[src/rtl/lxfer_port.sv]
module lxfer_port #(
  parameter int DEPTH = 64
) (
  input  logic        clk,
  input  logic        rst_n,
  input  logic        host_we,
  input  logic        host_re,
  input  logic [1:0]  host_addr,
  input  logic [7:0]  host_wdata,
  output logic [7:0]  host_rdata,
  output logic        pw_valid,
  input  logic        pw_ready,
  output logic [23:0] pw_data,
  input  logic        pr_valid,
  output logic        pr_ready,
  input  logic [23:0] pr_data
);
  localparam int AW = (DEPTH > 1) ? $clog2(DEPTH) : 1;

  typedef enum logic [2:0] {S_IDLE, S_FILL, S_PUSH, S_WDONE, S_FETCH, S_HOLD} st_t;

  st_t         st;
  logic [7:0]  wlo, whi, b0, b1;
  logic        run, dir, fmt, ready;
  logic [15:0] pc;
  logic [1:0]  ph;
  logic [23:0] lbuf [DEPTH];

  wire [15:0]   width   = {whi, wlo};
  wire          last_px = (pc == width - 16'd1);
  wire          ctl_wr  = host_we && host_addr == 2'd0;
  wire          dat_wr  = host_we && host_addr == 2'd3;
  wire          dat_rd  = host_re && host_addr == 2'd3;
  wire [AW-1:0] idx     = pc[AW-1:0];
  wire [23:0]   cur     = lbuf[idx];
  wire          pdone   = fmt ? ph[0] : (ph == 2'd2);
  wire [1:0]    ph_next = (fmt && ph == 2'd1) ? 2'd2 : 2'd0;

  wire [23:0] wword = !fmt       ? {b0, b1, host_wdata} :
                      (ph == 2'd1) ? {8'h00, b0, host_wdata} :
                                     {8'h00, b0, b1};

  logic [7:0] rbyte;
  always_comb begin
    if (fmt)
      rbyte = (ph == 2'd3) ? b1 : (ph[0] ? cur[7:0] : cur[15:8]);
    else
      rbyte = (ph == 2'd0) ? cur[23:16] : (ph == 2'd1) ? cur[15:8] : cur[7:0];
  end

  always_comb begin
    case (host_addr)
      2'd0:    host_rdata = {4'b0000, fmt, dir, run, ready};
      2'd1:    host_rdata = wlo;
      2'd2:    host_rdata = whi;
      default: host_rdata = (st == S_HOLD) ? rbyte : 8'h00;
    endcase
  end

  assign pw_valid = (st == S_PUSH);
  assign pw_data  = cur;
  assign pr_ready = (st == S_FETCH);

  always_ff @(posedge clk) begin
    if (st == S_FILL && dat_wr && pdone) lbuf[idx] <= wword;
    if (st == S_FETCH && pr_valid)       lbuf[idx] <= pr_data;
  end

  always_ff @(posedge clk) begin
    if (!rst_n) begin
      st <= S_IDLE; wlo <= '0; whi <= '0; b0 <= '0; b1 <= '0;
      run <= 1'b0; dir <= 1'b0; fmt <= 1'b0; ready <= 1'b0;
      pc <= '0; ph <= '0;
    end else begin
      if (host_we && host_addr == 2'd1) wlo <= host_wdata;
      if (host_we && host_addr == 2'd2) whi <= host_wdata;
      if (ctl_wr) begin
        run <= host_wdata[1];
        dir <= host_wdata[2];
        fmt <= host_wdata[3];
      end
      if (ctl_wr && !host_wdata[1]) begin
        st <= S_IDLE; ready <= 1'b0; pc <= '0; ph <= '0;
      end else if (ctl_wr && !run) begin
        st <= host_wdata[2] ? S_FETCH : S_FILL;
        ready <= 1'b0; pc <= '0; ph <= '0;
      end else begin
        case (st)
          S_FILL: if (dat_wr) begin
            if (ph == 2'd0 || (fmt && ph == 2'd2)) b0 <= host_wdata;
            if (ph == 2'd1) b1 <= host_wdata;
            if (pdone) begin
              ph <= ph_next;
              if (last_px) begin
                st <= S_PUSH; pc <= '0; ph <= '0;
              end else pc <= pc + 16'd1;
            end else ph <= ph + 2'd1;
          end
          S_PUSH: if (pw_ready) begin
            if (last_px) begin
              st <= S_WDONE; ready <= 1'b1; pc <= '0;
            end else pc <= pc + 16'd1;
          end
          S_WDONE: if (dat_wr) begin
            ready <= 1'b0; b0 <= host_wdata; ph <= 2'd1; st <= S_FILL;
          end
          S_FETCH: if (pr_valid) begin
            if (last_px) begin
              st <= S_HOLD; ready <= 1'b1; pc <= '0; ph <= '0;
            end else pc <= pc + 16'd1;
          end
          S_HOLD: if (dat_rd) begin
            ready <= 1'b0;
            if (fmt && ph == 2'd1) b1 <= cur[7:0];
            if (pdone) begin
              ph <= ph_next;
              if (last_px) begin
                st <= S_FETCH; pc <= '0; ph <= '0;
              end else pc <= pc + 16'd1;
            end else ph <= ph + 2'd1;
          end
          default: ;
        endcase
      end
    end
  end
endmodule

[config.mk]
export PLATFORM = sky130hd
export DESIGN_NAME = lxfer_port
export DESIGN_NICKNAME = d
export VERILOG_FILES = /design/src/rtl/lxfer_port.sv
export SDC_FILE = /design/constraint.sdc
export NUM_CORES = 2
export LEC_CHECK = 0
export BUFFER_PORTS_ARGS = -buffer_cell sky130_fd_sc_hd__buf_2
export CORE_MARGIN = 10
export CORE_UTILIZATION = 25
export CTS_CLUSTER_SIZE = 14
export DETAILED_ROUTE_END_ITERATION = 6
export GPL_TIMING_DRIVEN = 0
export MAX_ROUTING_LAYER = met4
export PLACE_DENSITY = 0.4
export SYNTH_ARGS = -nofsm -noshare
export SYNTH_HDL_FRONTEND = slang
export SYNTH_SLANG_ARGS = --single-unit
[constraint.sdc]
create_clock -name clk -period 7.6 [get_ports clk]
set_input_delay 0.38 -clock clk [delete_from_list [all_inputs] [get_ports clk]]
set_output_delay 0.38 -clock clk [all_outputs]
set_load 0.005 [all_outputs]
# == Word level (Yosys, flattened, before mapping) ==
# Memories as Yosys holds them, arrays and structs flattened. A register that Yosys moved wholly into a read port is not among the register bits.
# Index checks and enable logic that the tools add are counted.
# word_totals
input_bits,40
regBits,57
mem_bits_rw,1536
elab_cells,144
mem_count,1
out_inout_bits,34
# op_classes
addsub,3
mux,62
n_eq_ne,32
n_reduce_logical,31
n_bitwise,4
# mem_list
memory,words,word_bits,read_ports,rd_clocked_by_memory_dff,write_ports,line,rtl
lbuf,64,24,1,1,1,27,logic [23:0] lbuf [DEPTH];
# op_table
op,count
$mux W8,14
$mux W16,6
$pmux W16 S4,1
$mux W24,2
$mux W3,13
$pmux W8 S2,2
$pmux W8 S3,1
$ne A3 B2 Y1 const B,7
$add A16 B1 Y16 const B,1
$eq A16 B16 Y1,1
$mux W2,8
$sub A16 B1 Y16 const B,1
$pmux W3 S5,1
$logic_and A1 B1 Y1,12
$mux W6,2
$reduce_and A12 Y1,1
$reduce_and A6 Y1,2
$reduce_bool A4 Y1,3
$mux W1,10
$ne A2 B1 Y1 const B,5
$reduce_and A5 Y1,2
$ne A3 B1 Y1 const B,3
$eq A2 B2 Y1 const B,4
$ne A2 B2 Y1 const B,4
other kinds (18),26

# == Longest topological paths before layout ==
# logic_depth
word_depth,8
mapped_depth,13
mapped_depth_nobuf,10

# == Worst setup path before layout ==
# No wires, ideal clock.
# synth_path
kind,flip-flop to flip-flop
startpoint,register ph[1]
endpoint,memory lbuf[0][0] (data pin)
arrival_ps,3844
setup_time_ps,702
setup_slack_ps,3054
path_buffers,0
synth_period_minus_slack_ps,4546
t_required_ps,6898
stages_incl_launch_ff,6
cell_sequence,dfxtp_1 inv_1 ha_1 nor2_1 mux2i_1 o21ai_0
# synth_via
elab_chain_len,4
# synth_lines
item,line,rtl
from (decl),26,logic [1:0] ph;
from (signal assigned),93,ph <= ph_next;
from (signal assigned),97,end else ph <= ph + 2'd1;
from (signal assigned),116,ph <= ph_next;
$eq A2 B1 Y1,40,"(ph == 2'd1) ? {8'h00, b0, host_wdata} :"
$mux W8,40,
$mux W24,39,"wire [23:0] wword = !fmt ? {b0, b1, host_wdata} :"
$mux W24 (no line),n/a,
to (decl),27,
# Every way passes these cells.

==> results.toml <==
[logic_synthesis]
syn_area_per_cell_um2 = 19.9
yosysTopAreaCellShare_pct = 72.6
synth_warnings = 0
yosys-top-cells-count = "edfxtp_1 (1536), mux4_2 (377), mux2i_1 (172)"
synthFlopType = "edfxtp_1"
synth-xor-area-share_pct = 0.427
synth_top_family_by_area = "multiplexers"
syn_inst = 3189
synth_edf_count = 1536
synth_simple_gate_area_share_pct = 3.15
synthAdderAreaFrac_pct = 0.158
synth_compound_area_share_pct = 3.46
ys_top_cells_by_area = "edfxtp_1 (73%), mux4_2 (13%), mux2i_1 (2.7%)"
syn-cell-area_um2 = 63500
async_reset_ff_share_pct = 0
synth_most_common_cell = "edfxtp_1"
synth-seq-area-share_pct = 74.6
synth.mux.area_fraction_pct = 16.6
ys_ff_latch = 1599
synth_cell_types = 75
syn_nets = 3237
yosys.area.top_type = "edfxtp_1"

[die]
coreArea_um2 = 252000
pin_count = 74
dieArea_um2 = 275000
initial_core_util_pct = 25.2
die_height_um = 524
row_count = 184
die_w_um = 524

[cells_and_area]
stdcell_area_um2 = 76800
final_cell_count_no_fill = 7059
drive_gt1_share_pct = 27.9
area_growth_pct = 21.0
final_core_util_pct = 30.5
nets = 3611

[worst_setup_path]
required_ps = 7220
ff2ff_path_depth = 10
r2r_slack_ps = 1700
crit_type = "flip-flop to output port"
cp.arrival_ps = 7270
slowest_delay_ps = 1110
critPathMostFrequentCell = "clkbuf_1"
start_kind = "flip-flop"
end_kind = "output port"
crit_path_end = "host_rdata[6]"
crit_slowest_cell = "clkbuf_1"
worstReg2RegEnd = "b1[6]$_SDFFE_PN0P_"
path_cells = "clkbuf_1 -> buf_2 -> clkbuf_1 -> clkbuf_1 -> nand2_1 -> nand3_1 -> o211ai_1 -> o211ai_1 -> buf_6 -> nor2_1 -> o31a_1 -> o31ai_1 -> buf_2"
crit_fanout = 11

[timing]
period_needed_ps = 7650
maxClockFrequency_ghz = 0.131
slew_headroom_pct = -1.32
drv_slew = 1
finalSetupViolations = 2
rsz0062_at_grt = "no"
fin_skew_ps = 44.3
setup_ws_ps = -54.0
worstMarginPinSlew_ps = 1480
hold_violations = 0
min_period_over_period_pct = 101

[pwr]
ir_worst_vdd_v = 0.000249
p_switching_mw = 4.03
intPower_mw = 14.5
leakagePower_nw = 24.8
combPwrFrac_pct = 2.1
finalPower_mw = 18.5
switching_share_pct = 21.8
pwr-share-clk_pct = 46.0
powerDensity_nw_per_um2 = 241
seq_power_share_pct = 51.9

[drt]
drcViolationCount = 0
antenna_left = 0
viasPerCell = 4.95
drtIter0Drc = 4045
vias = 34900
routed_wl_um = 239000
dr.pass1.iters = 6
wl_per_cell_um = 33.9

[clock_tree]
cts.path.max_buffers = 3
htree_levels = 4
numCtsBuffers = 179
clock-root-buffer = "clkbuf_16"
path_clk_slew_ps = 60
cts_tree = "done"
cts.sinks = 1599
clock_latency_ps = 850

[global_routing]
grt_overflow_total = 0
grt_max_degree = 41
grt_pass1_vias = 34700
grtUsageTotal_pct = 17.5
grt_first_pass_wirelength_um = 319000
antenna_found_initial = 11

[place]
dpl.cell_count = 6720
port_buffers = 71
place_hpwl_um = 163000
gp_congestion = 0.844
place_area_um2 = 71000

[min_path]
hold_class = "input pin to flip-flop"

[outcome]
status = "finished, violations left"
violations = "capacitance limit, slew limit, setup timing"

[flow_run]
drv_cap = 1
## cell families after synthesis
family / after synthesis
AOI/OAI and AO/OA: 328
xor gates and xnor gates: 31
adders and majority gates: 8
buffers and inverters: 209
DFF: 1599
muxes: 577
and+or+nand+nor: 437
## how the worst min path moves through the flow
stage / cells after the start / start / endpoint / slack, ps
after detailed placement: 2 / dir$_SDFFE_PN0P_ / dir$_SDFFE_PN0P_ / 490
after floorplan: 2 / b1[5]$_SDFFE_PN0P_ / b1[5]$_SDFFE_PN0P_ / 450
final: 3 / pr_data[3] / lbuf[13][3]$_DFFE_PP_ / 80
after CTS: 3 / pr_data[3] / lbuf[13][3]$_DFFE_PP_ / 30
after global placement: 2 / dir$_SDFFE_PN0P_ / dir$_SDFFE_PN0P_ / 480
after global routing: 3 / pr_data[3] / lbuf[13][3]$_DFFE_PP_ / 60
## power by group through the flow
stage / combinational, mW / clock [mW] / sequential (mW)
global route: 0.412 / 9.01 / 9.59
detailed placement: 0.387 / 0 / 9.78
global placement: 0.346 / 0 / 9.82
CTS: 0.392 / 8.67 / 9.60
finish: 0.389 / 8.52 / 9.60
floorplan: 0.194 / 0 / 9.79
## state kept, by name, indices dropped and copies added, names as in the netlist, named ones only
signal / flops
b1: 8
run: 1
ph: 2
b0: 8
dir: 1
pc: 16
st: 3
fmt: 1
whi: 8
wlo: 8
lbuf: 1536
ready: 1
## area by class of cell
| class | count | area [um^2] |
|---|---|---|
| multi-input cells | 1381 | 15900 |
| well taps | 3348 | 4190 |
| flip-flops and latches | 1599 | 47400 |
| diodes | 5 | 12.5 |
| plain buffers | 183 | 956 |
| inverters | 25 | 93.8 |
| clock inverters | 108 | 1040 |
| clock buffers | 216 | 4640 |
| fillers | 24500 | 175000 |
| repair buffers | 194 | 2670 |
## metal layers
metal / track usage, % / part of all wire [%]
met1: 24.1 / 44
met2: 27.1 / 46
met3: 2.62 / 6.4
met4: 4.89 / 2.9
met5: - / 0
## worst max-delay path, delay by kind of cell, from the launching register on
family	cells	cell delay, ps
compound gates	4	1480
flops	1	310
simple gates	3	340
buf+inv	6	4200
## stage by stage
step | TNS, ps | hold slack, ps | setup WS, ps
2_1_floorplan | 0 | 450 | 3050
3_3_place_gp | -2013140 | 482 | -3160
3_5_place_dp | 0 | 493 | 690
4_1_cts | 0 | 33.5 | 80.1
5_1_grt | 0 | 58.3 | 76.2
6_report | -77.4 | 83.2 | -54.0
## what timing repair did
item                                   in CTS  in global routing
buffers inserted                            0                  0
setup endpoints to repair                   4                  1
resized for setup                           1                  1
endpoints found under the hold margin      37                  0
hold buffers                               11                  0
## cell usage in the layout, fill, tap and decap left out, types with 25 or more instances in the layout
cell       instances
clkinv_2          27
a221oi_1          48
mux4_2           377
nand2_1          139
mux2_2            28
clkbuf_16        180
buf_12           100
mux2i_1          172
clkinv_1          50
o21ai_0           40
dfxtp_1           63
o22ai_1           25
nand3_1           50
buf_2            115
buf_4             31
a21oi_1           69
edfxtp_1        1536
clkbuf_1         106
nor2_1            86
nor2_4            62
a22oi_1           25
No activity file was read; power rests on OpenSTA's default activity.
